--- src/rtl/cfgp_pkg.sv ---
package cfgp_pkg;

    localparam int WORD_W = 16;
    localparam int ADDR_W = 2;
    localparam int PAY_W  = WORD_W - ADDR_W;

    typedef enum logic [ADDR_W-1:0] {
        SEL_VOL_L = 2'b00,
        SEL_CTRL  = 2'b01,
        SEL_VOL_R = 2'b10,
        SEL_NONE  = 2'b11
    } sel_e;

    // Field order follows word bits 11 down to 2.
    typedef struct packed {
        logic       rate2x;
        logic       rate4x;
        logic [1:0] wlen;
        logic       soft_rst;
        logic       mute;
        logic [1:0] fmt;
        logic [1:0] deemph;
    } ctl_t;

    localparam int CTL_W   = $bits(ctl_t);
    localparam int CTL_LSB = ADDR_W;

    function automatic sel_e sel_of(input logic [WORD_W-1:0] w);
        return sel_e'(w[ADDR_W-1:0]);
    endfunction

    function automatic logic [PAY_W-1:0] payload_of(input logic [WORD_W-1:0] w);
        return w[WORD_W-1:ADDR_W];
    endfunction

    function automatic ctl_t ctl_of(input logic [WORD_W-1:0] w);
        return ctl_t'(w[CTL_LSB +: CTL_W]);
    endfunction

endpackage

--- src/rtl/cfgp_sync_line.sv ---
module cfgp_sync_line #(
    parameter int STAGES      = 2,
    parameter bit DETECT_EDGE = 1'b0
) (
    input  logic clk,
    input  logic rst,
    input  logic din,
    output logic q
);

    logic [STAGES-1:0] chain;

    always_ff @(posedge clk) begin
        if (rst) chain <= '0;
        else     chain <= {chain[STAGES-2:0], din};
    end

    generate
        if (DETECT_EDGE) begin : g_edge
            logic prev;
            always_ff @(posedge clk) begin
                if (rst) prev <= 1'b0;
                else     prev <= chain[STAGES-1];
            end
            assign q = chain[STAGES-1] & ~prev;
        end else begin : g_level
            assign q = chain[STAGES-1];
        end
    endgenerate

endmodule

--- src/rtl/cfgp_shift.sv ---
module cfgp_shift #(
    parameter int W = 16
) (
    input  logic         clk,
    input  logic         rst,
    input  logic         shift_en,
    input  logic         bit_in,
    output logic [W-1:0] word
);

    always_ff @(posedge clk) begin
        if (rst)           word <= '0;
        else if (shift_en) word <= {word[W-2:0], bit_in};
    end

endmodule

--- src/rtl/cfgp_bank.sv ---
module cfgp_bank
    import cfgp_pkg::*;
(
    input  logic              clk,
    input  logic              rst,
    input  logic              commit,
    input  logic [WORD_W-1:0] word,
    output logic [PAY_W-1:0]  vol_l,
    output logic [PAY_W-1:0]  vol_r,
    output ctl_t              ctl
);

    always_ff @(posedge clk) begin
        if (rst) begin
            vol_l <= '1;
            vol_r <= '1;
            ctl   <= '0;
        end else if (commit) begin
            case (sel_of(word))
                SEL_VOL_L: vol_l <= payload_of(word);
                SEL_VOL_R: vol_r <= payload_of(word);
                SEL_CTRL:  ctl   <= ctl_of(word);
                default:   ;
            endcase
        end
    end

endmodule

--- src/rtl/cfgp_top.sv ---
module cfgp_top
    import cfgp_pkg::*;
#(
    parameter int SYNC_STAGES = 2
) (
    input  logic             clk,
    input  logic             rst,
    input  logic             ctl_sclk,
    input  logic             ctl_sdi,
    input  logic             ctl_latch,
    input  logic             pin_rate2x,
    input  logic             pin_rate4x,
    input  logic             pin_mute,
    input  logic [1:0]       pin_fmt,
    output logic [PAY_W-1:0] vol_left,
    output logic [PAY_W-1:0] vol_right,
    output logic             cfg_rate2x,
    output logic             cfg_rate4x,
    output logic [1:0]       cfg_wordlen,
    output logic             cfg_soft_rst,
    output logic             cfg_mute,
    output logic [1:0]       cfg_fmt,
    output logic [1:0]       cfg_deemph
);

    logic              sclk_rise;
    logic              latch_rise;
    logic              sdi_s;
    logic [WORD_W-1:0] shift_word;
    ctl_t              ctl_reg;

    cfgp_sync_line #(.STAGES(SYNC_STAGES), .DETECT_EDGE(1'b1)) u_sync_sclk (
        .clk(clk), .rst(rst), .din(ctl_sclk), .q(sclk_rise)
    );
    cfgp_sync_line #(.STAGES(SYNC_STAGES), .DETECT_EDGE(1'b1)) u_sync_latch (
        .clk(clk), .rst(rst), .din(ctl_latch), .q(latch_rise)
    );
    cfgp_sync_line #(.STAGES(SYNC_STAGES), .DETECT_EDGE(1'b0)) u_sync_sdi (
        .clk(clk), .rst(rst), .din(ctl_sdi), .q(sdi_s)
    );

    cfgp_shift #(.W(WORD_W)) u_shift (
        .clk(clk), .rst(rst), .shift_en(sclk_rise), .bit_in(sdi_s), .word(shift_word)
    );

    cfgp_bank u_bank (
        .clk(clk), .rst(rst), .commit(latch_rise), .word(shift_word),
        .vol_l(vol_left), .vol_r(vol_right), .ctl(ctl_reg)
    );

    always_comb begin
        cfg_rate2x   = ctl_reg.rate2x | pin_rate2x;
        cfg_rate4x   = ctl_reg.rate4x | pin_rate4x;
        cfg_wordlen  = ctl_reg.wlen;
        cfg_soft_rst = ctl_reg.soft_rst;
        cfg_mute     = ctl_reg.mute | pin_mute;
        cfg_fmt      = ctl_reg.fmt | pin_fmt;
        cfg_deemph   = ctl_reg.deemph;
    end

endmodule

--- config.mk ---
export PLATFORM = sky130hd
export DESIGN_NAME = cfgp_top
export DESIGN_NICKNAME = d
export VERILOG_FILES = /design/src/rtl/cfgp_pkg.sv /design/src/rtl/cfgp_sync_line.sv /design/src/rtl/cfgp_shift.sv /design/src/rtl/cfgp_bank.sv /design/src/rtl/cfgp_top.sv
export SDC_FILE = /design/constraint.sdc
export NUM_CORES = 1
export LEC_CHECK = 0
export ABC_AREA = 1
export BUFFER_PORTS_ARGS = -buffer_cell sky130_fd_sc_hd__buf_2
export CAP_MARGIN = 0
export CELL_PAD_IN_SITES_DETAIL_PLACEMENT = 0
export CELL_PAD_IN_SITES_GLOBAL_PLACEMENT = 1
export CORE_ASPECT_RATIO = 0.7
export CORE_UTILIZATION = 23
export CTS_BUF_LIST = sky130_fd_sc_hd__clkbuf_2
export DETAILED_ROUTE_END_ITERATION = 7
export PLACE_DENSITY = 0.53
export SLEW_MARGIN = 20
export SYNTH_ARGS = -nofsm -noshare
export SYNTH_HDL_FRONTEND = slang
export SYNTH_HIERARCHICAL = 1
export SYNTH_SLANG_ARGS = --single-unit
--- constraint.sdc ---
create_clock -name clk -period 1.15 [get_ports clk]
set_input_delay 0.115 -clock clk [delete_from_list [all_inputs] [get_ports clk]]
set_output_delay 0.115 -clock clk [all_outputs]
set_load 0.01 [all_outputs]
==> results.md, run 1 <==
- The area of the die is 0.0111 mm2.
- The synthesized design devotes to its leading area cell type 50.5% of total area.
- The max-capacitance violation count is 0.
- Derived from the worst setup path, the maximum achievable clock frequency is 832 MHz.
- The adder-cell area share of the yosys netlist is 0%.
- The flow ran to the end, but the final reports show violations.
- The switching power total is 1.14 mW.
- The number of hold-slack violations in the final timing report is 0.
- The height of the chip is 88.5 um.
- The wire-length estimate of the detail-placed layout is 4.00 mm.
- In this run the most critical hold path is launched from u_sync_latch/chain[0].
- The peak ir drop on the vdd network is 0.577 mV.
- The combinational power share is 14.1%.
- Global routing consumed, over all layers together, 12.2% of the routing resources.
- Setup repair after global routing could not meet its margin everywhere.
- The placeable core region is 0.0104 mm2.
- The time the final worst path needs with I/O delays and setup is 1.20 ns.
- The share of the Yosys chip area taken by registers is 50.5%.
- For the worst setup path, the data arrival time is 1.61 ns.
- The count of buffers from port buffering is 47.
- The number of cells on the worst reg-to-reg path is 6.
- The worst setup path is launched from a flop.
- Sorting the synthesized cells by area gives the leading types as dfxtp_1 51%, nand2_1 13%, nor2_1 9.2%.
- The most used routing layer is met2.
- The initial antenna violation count came to 0.
- The count of nets after finishing is 425.
- The total instance count after detailed placement is 509.
- The count of state elements after synthesis is 62.
- The slowest stage of the critical path belongs to the cell dfxtp_2.
- Summing internal, switching and leakage power gives 3.95 mW.
- For the pin with the worst max-slew slack, the measured transition is 0.278 ns.
- The share of final-layout standard cells stronger than drive strength 1 is 51.4%.
- The distinct cell type count after synthesis is 15.
- After synthesis the cells add up to 0.00246 mm2.
- The flip-flop count of the largest register, all copies and words added is 16.
- The pin count of the biggest net entering global routing is 39.
- The launch point of the worst reg-to-reg path is u_sync_latch/chain[1].
- Counting the buffers created by CTS gives 9.
- The first-pass GRT wire length is 10.2 mm.
- 48 I/O pins were placed.
- The number of synthesis warnings is 6.
- The critical path is of the flop to flop type.
- The final-report setup violation count is 36.
- The average wire per standard cell is 12.6 um.
- The switching part of the total power is 28.8%.
- The commonest cells after synthesis are 86 x nand2_1, 62 x dfxtp_1, 60 x nor2_1.
- Once the floorplan was initialized, standard cells occupied 23.7% of the core.
- The post-synthesis cell type with the largest combined area is dfxtp_1.
- The share of total power dissipated in sequential elements is 58.3%.
- The tightest min-delay check is of the flop to flop type.
- The final reports fail on DRC, setup timing.
- The largest fanout of any net on the critical path is 5.
- The worst hold path passes through 2 cells.
- The share of power burned in the clock network is 27.6%.
- Summed over all layers, the routed wires come to 6.96 mm.
- u_shift/word holds more flip-flops than any other register.
- TritonCTS built the clock tree.
- The internal cell power is 2.82 mW.
- The number of flops mapped to enable cells by yosys is 0.
- The worst register-to-register path has a setup slack of -0.05 ns.
- For this run, asynchronously set or reset flops after synthesis account for 0%.
- Power spread over the standard cell area amounts to 1010 mW/mm2.
- From synthesis to final layout, the design area changed by 58.9%.
- The root buffer cell chosen for the clock tree is clkbuf_2.
- After detailed routing, the number of vias per cell comes to 4.19.
- The number of global-route vias before repair is 2,012.
- The fraction of met3 tracks used by global routing is 4.53%.
- After synthesis, the largest family of logic cells by area is simple AND/OR/NAND/NOR gates.
- The terminating pin of the worst hold path is u_sync_latch/chain[1].
- The most frequently used cell type in the post-synthesis netlist is nand2_1.
- After Yosys synthesis, and, or, nand and nor cells account for 36.6% of the synthesized area.
- Among all flip-flop cells after synthesis, the most frequent one is dfxtp_1.
- The clock drives 62 sinks.
- The first detailed-routing pass took 6 iterations.
- Averaged over all synthesized cells, the footprint is 7.31 um2.
- Once detail routing completed, the nets flagged for antenna violations numbered 0.
- Between clock sinks in the finished design, the worst skew comes to 0.0197 ns.
- The post-synth net total is 346.
- The critical path goes through inv_2, nor2_4, nand3_4, clkbuf_16, nor2_1, nor2_1.
- Clock-pin slew was measured on the worst setup and hold paths at 0.16 ns.
- The row count is 31.
- Counting both buffers and inverters, the worst setup path holds a total of 2.
- Summed over all cells, the static leakage comes to 1.72 nW.
- The post-placement worst setup slack is -0.00955 ns.
- For the worst setup path, the data required time is 1.56 ns.
- The number of design rule violations left after detail routing is 3.
- The synthesized netlist devotes 0% of its cell area to XOR and XNOR gates.
- 0 antenna diodes ended up in the layout.
- The endpoint identified for the worst register-to-register timing path is u_bank/ctl[2].
- The post-synthesis instance total is 336.
- The worst pin sits at a relative slew slack of 81.4%.
- The final-report max-slew violation count is 0.
- The non-filler instance count after layout is 552.
- The chip width is 126 um.
- Summing the areas of all compound-gate instances in the mapped netlist gives 0% of the synthesized area.
- The CTS H-tree depth is 3.
- Once routing completed, OpenROAD measured the worst setup slack at -0.0517 ns.
- The maximum number of buffers from clock root to sink is 2.
- In this design, the critical path's most frequently occurring cell is nor2_1.
- At the later pin of the worst-skew pair, clock insertion delay measures 0.50 ns.
- The vias after detailed routing is 2,313.
- The routability congestion estimate is 0.704.
- The critical path endpoint category is a flop.
- The largest incremental delay on the critical path is 0.35 ns.
- Broken down by cell family, the worst path's largest delay share belongs to simple AND/OR/NAND/NOR gates.
- The largest registers in the layout are u_shift/word x16, u_bank/vol_l x14, u_bank/vol_r x14.
- The violation count after the first detailed-routing iteration is 96.
- The worst path uses 104% of the clock period.
- The met1 layer usage reported by global route is 16.5%.
- For this run the aggregate overflow at the end of global routing stands at 0.
- In the global route stage, met2 resource usage came out at 17.9%.
- In the synthesized netlist, mux cells make up 0% of the area.
repair_timing:
action	4_1_cts	5_1_grt
endpoints found under the setup margin	64	73
setup buffers	0	15
endpoints found under the hold margin	8	0
gates cloned	0	5
gates resized for setup	74	119
pin swaps	5	8
hold buffers	7	0
worst register-to-register path, delay by kind of cell (launching register included):
kind          cells  cell delay, ns
simple gates      4            0.54
buf+inv           2            0.24
flops             1            0.35
worst max path at each step:
| stage | from | to | slack [ns] | cells past startpoint |
|---|---|---|---|---|
| global placement | u_sync_latch/chain[1] | u_bank/vol_l[0] | 0.006 | 5 |
| floorplan | u_sync_latch/chain[1] | u_bank/vol_r[10] | 0.07 | 6 |
| detailed placement | u_sync_latch/chain[1] | u_bank/vol_r[4] | -0.01 | 5 |
| global route | u_sync_latch/chain[1] | u_bank/ctl[6] | -0.13 | 7 |
| finish | u_sync_latch/chain[1] | u_bank/ctl[2] | -0.05 | 6 |
| CTS | u_bank/ctl[4] | cfg_mute | -0.09 | 3 |
cells in the final DEF, fill, tap and decap left out, types with 16 or more instances in the layout:
| cell | count |
|---|---|
| buf_4 | 17 |
| buf_6 | 39 |
| dfxtp_1 | 21 |
| dfxtp_2 | 33 |
| inv_1 | 41 |
| nand2_1 | 48 |
| nand2_2 | 21 |
| nand2_4 | 16 |
| nand3_1 | 17 |
| nand3_2 | 25 |
| nor2_1 | 55 |
layer usage:
layer | vias up | routed length (um)
met5 | - | 0
met4 | 0 | 68
met3 | 9 | 363
met2 | 51 | 2920
met1 | 1061 | 3610
li1 | 1192 | -
cell type report:
class                      count  area, um2
tap                          132        165
inverter                      48        180
clock inverter                 2       8.76
sequential                    62       1310
clock buffer                  14       70.1
multi-input combinational    207       1250
timing repair buffer          87        917
fill                        1116       6450
power by group through the flow:
stage / sequential (mW) / combinational [mW] / clock (mW)
2_1_floorplan: 2.33 / 0.230 / 0
3_3_place_gp: 2.34 / 0.379 / 0
3_5_place_dp: 2.34 / 0.379 / 0
4_1_cts: 2.31 / 0.437 / 1.17
5_1_grt: 2.32 / 0.615 / 1.28
6_report: 2.30 / 0.559 / 1.09
kinds of logic after synthesis:
| group | Yosys count |
|---|---|
| buffers and inverters | 67 |
| DFF | 62 |
| and+or+nand+nor | 207 |
through the flow:
step,setup TNS [ns],instance area (um2),util (%),hold WS [ns]
2_1_floorplan,0,2460,-,0.186
3_3_place_gp,0,2890,27.9,0.326
3_5_place_dp,-0.00955,2890,27.9,0.328
4_1_cts,-0.557,3290,31.8,0.419
5_1_grt,-4.92,3900,37.7,0.444
6_report,-0.803,3900,37.7,0.412
No activity file was read; power rests on OpenSTA's default activity.
==> run 2: changes to the inputs <==
--- a/config.mk
+++ b/config.mk
@@ -14,7 +14,7 @@
 export CORE_UTILIZATION = 23
 export CTS_BUF_LIST = sky130_fd_sc_hd__clkbuf_2
 export DETAILED_ROUTE_END_ITERATION = 7
-export PLACE_DENSITY = 0.53
+export PLACE_DENSITY = 0.51
 export SLEW_MARGIN = 20
 export SYNTH_ARGS = -nofsm -noshare
 export SYNTH_HDL_FRONTEND = slang
==> constraint.sdc (replaced) <==
create_clock -name clk -period 1.2 [get_ports clk]
set_input_delay 0.12 -clock clk [delete_from_list [all_inputs] [get_ports clk]]
set_output_delay 0.12 -clock clk [all_outputs]
set_load 0.01 [all_outputs]
==> run 2 against run 1 <==
Effect of this change:
- the flow finishes with violations (DRC)
- sequential share of layout area rose by 5.9 points
- worst hold slack got worse by 0.025 ns
- sequential cell count is the same
- final area decreased by 17%
- sequential power shrank 4%
- first-iteration DRC count decreased by 16%
- routed wire length is 11% lower
- count of clock-buffer cells in the layout decreased by 4
- via count decreased by 6.3%
- core utilization fell by 6.3 points
- register-to-register slack better by 0.17 ns
- highest routed layer unchanged
==> results.md, run 2 (synthesis gave the netlist of run 1 again) <==
- The height of the chip is 88.5 um.
- The total instance count after detailed placement is 511.
- The power density normalized to cell area is 1170 mW/mm2.
- 48 I/O pins were placed.
- The post-route fraction of the period consumed by the critical path is 97.7%.
- The CTS H-tree depth is 3.
- The clock passes through at most 2 buffers.
- In the layout the commonest cells are 85 x nand2_1, 58 x nor2_1, 42 x nand3_1, 41 x inv_1, 35 x dfxtp_2.
- The flow ran to the end, but the final reports show violations.
- For this run, the total global-route usage over all layers was measured as 12.5%.
- The family with the most delay on the worst path is flip-flops.
- The largest incremental delay on the critical path is 0.36 ns.
- The post-route cell area is 0.00325 mm2.
- The pin count of the biggest net entering global routing is 33.
- The final route contains 2,167 vias.
- Wire segments on met3 add up to 285 um in the final route.
- Summed over all nets, the half-perimeter wirelength after detailed placement is 4.15 mm.
- Buffers placed on the I/O ports in this run total 47.
- The critical path buffer and inverter count is 2.
- The area of the die is 0.0111 mm2.
- In this run the worst path has a maximum fanout of 2.
- The register-to-register setup slack is 0.12 ns.
- The worst hold slack after final layout is 0.388 ns.
- Tracing the worst setup path back leads to its startpoint at u_bank/ctl[9].
- The detailed-route wire length on metal 1 is 3.32 mm.
- The register with the most flip-flops in the layout has 16 of them.
- TritonCTS built the clock tree.
- The final reports fail on DRC.
- In this run, CTS created clock tree buffers numbering 9.
- Ranked by flip-flop count, first place goes to u_shift/word.
- The cell with the largest stage delay on the worst path is dfxtp_2.
- The share of power burned in the clock network is 31.7%.
- The remaining global-route overflow is 0.
- The number of hold-slack violations in the final timing report is 0.
- Summed over all cells, the static leakage comes to 1.57 nW.
- Using the TritonRoute via totals, the vias-per-cell ratio works out to 4.04.
- The count of clock tree sinks is 62.
- The largest registers in the layout are u_shift/word x16, u_bank/vol_l x14, u_bank/vol_r x14.
- For this run, the number of standard cells in the final layout without fillers is 537.
- The critical path endpoint category is a primary output.
- The final-report setup violation count is 0.
- At the worst endpoint, the required time is 1.08 ns.
- The worst clock skew is 0.0176 ns.
- In this run, the number of DRC markers left after iteration 0 of detailed routing was 81.
- The initial antenna violation count came to 0.
- The library cell used most frequently in the layout, excluding fill and tap cells, is nand2_1.
- The critical path goes through inv_2, nand2_1, buf_2.
- The final layout contains routed wiring with a total length of 6.20 mm.
- 0 antenna diodes ended up in the layout.
- Compared with the post-synthesis result, the final layout area differs by 32.5%.
- The launch point of the worst reg-to-reg path is u_sync_latch/chain[1].
- The row count is 31.
- The congestion estimate from routability-driven global placement came to 0.732.
- The category of the critical setup timing path is flop to primary output.
- Once the floorplan was initialized, standard cells occupied 23.7% of the core.
- The switching power total is 1.03 mW.
- The uppermost layer routed is met4.
- The detail route stage leaves a number of antenna-violating nets equal to 0.
- The chip width is 126 um.
- The switching part of the total power is 26.9%.
- The first-pass GRT wire length is 10.5 mm.
- The classification of the worst-slack hold path is primary input to flop.
- The internal cell power is 2.79 mW.
- CTS placed an instance of clkbuf_2 at the clock tree root.
- The time the final worst path needs with I/O delays and setup is 1.17 ns.
- The element type at the critical path start is a flop.
- The worst pin sits at a relative slew slack of 82.3%.
- Once placement finished, the instance area stood at 0.00289 mm2.
- The origin of the worst min-delay path is rst.
- Setup repair after global routing could not meet its margin everywhere.
- STA puts the critical path data arrival time at 1.05 ns.
- In the routed design, unresolved DRC markers number 4.
- In the final routed layout, each cell accounts on average for 11.5 um.
- In this run, the combinational gates consume 10.4% of the power.
- The peak ir drop on the vdd network is 0.702 mV.
- After clock tree synthesis, the clock-pin slew on the worst setup and hold paths is 0.16 ns.
- The highest clock rate is 853 MHz.
- The share of final-layout standard cells stronger than drive strength 1 is 31.9%.
- Sequential cells account for 57.8% of the total power.
- For the pin with the worst max-slew slack, the measured transition is 0.266 ns.
- The placeable core region is 0.0104 mm2.
- The number of global-route vias before repair is 2,084.
- The met2 wire length is 2.51 mm.
- The max-capacitance violation count is 0.
- The final-report max-slew violation count came to 0.
- The count of TritonRoute iterations in the first routing pass is 6.
- The worst-skew pair later-pin latency is 0.50 ns.
- For this run, the post-layout net count is 410.
run 2: worst reg2reg max path, cell delays in order (launching register included):
cell     delay [ns]
dfxtp_1        0.35
inv_2          0.05
nor2_4         0.14
buf_4          0.26
nand4_1        0.15
nand3_1        0.10
run 2: timing repair:
| action | in CTS | in global routing |
|---|---|---|
| buffers inserted | 0 | 3 |
| endpoints found under the hold margin | 8 | 0 |
| hold buffers | 7 | 0 |
| pin swaps | 5 | 0 |
| gates resized for setup | 16 | 46 |
| endpoints found under the setup margin | 11 | 69 |
run 2: routing by layer:
metal | GRT usage [%] | vias to the layer above
met4 | 4.32 | 0
met2 | 18.2 | 45
li1 | - | 1153
met3 | 4.96 | 8
met1 | 16.6 | 961
met5 | 0 | -
run 2: cell type report:
class,count,area [um2]
flip-flops and latches,62,1280
clock inverters,6,52.6
inverters,48,180
multi-input cells,207,911
clock buffers,10,50.0
fillers,1152,7100
well taps,132,165
repair buffers,72,609
run 2: through the flow:
step	total power, mW	TNS, ns	utilization, %	worst slack, ns
after floorplan	2.45	0	-	0.0343
after global placement	2.59	0	27.9	0.0929
after detailed placement	2.60	0	27.9	0.0716
after CTS	3.87	-0.154	29.7	-0.0545
after global routing	4.07	-0.479	31.4	-0.0969
final	3.81	0	31.4	0.0279
run 2: worst paths after layout:
kind,depth (start not counted),to
worst max register to register,5,u_bank/vol_r[2]
worst min register to register,2,u_sync_sclk/chain[1]
worst min-delay path,3,u_sync_sdi/chain[1]
worst max-delay path,3,cfg_rate2x
run 2: power by group through the flow:
stage / clock network [mW] / logic (mW) / registers, mW
after floorplan: 0 / 0.220 / 2.23
after global placement: 0 / 0.353 / 2.24
after detailed placement: 0 / 0.355 / 2.24
after CTS: 1.30 / 0.375 / 2.20
after global routing: 1.40 / 0.452 / 2.22
final: 1.21 / 0.398 / 2.21
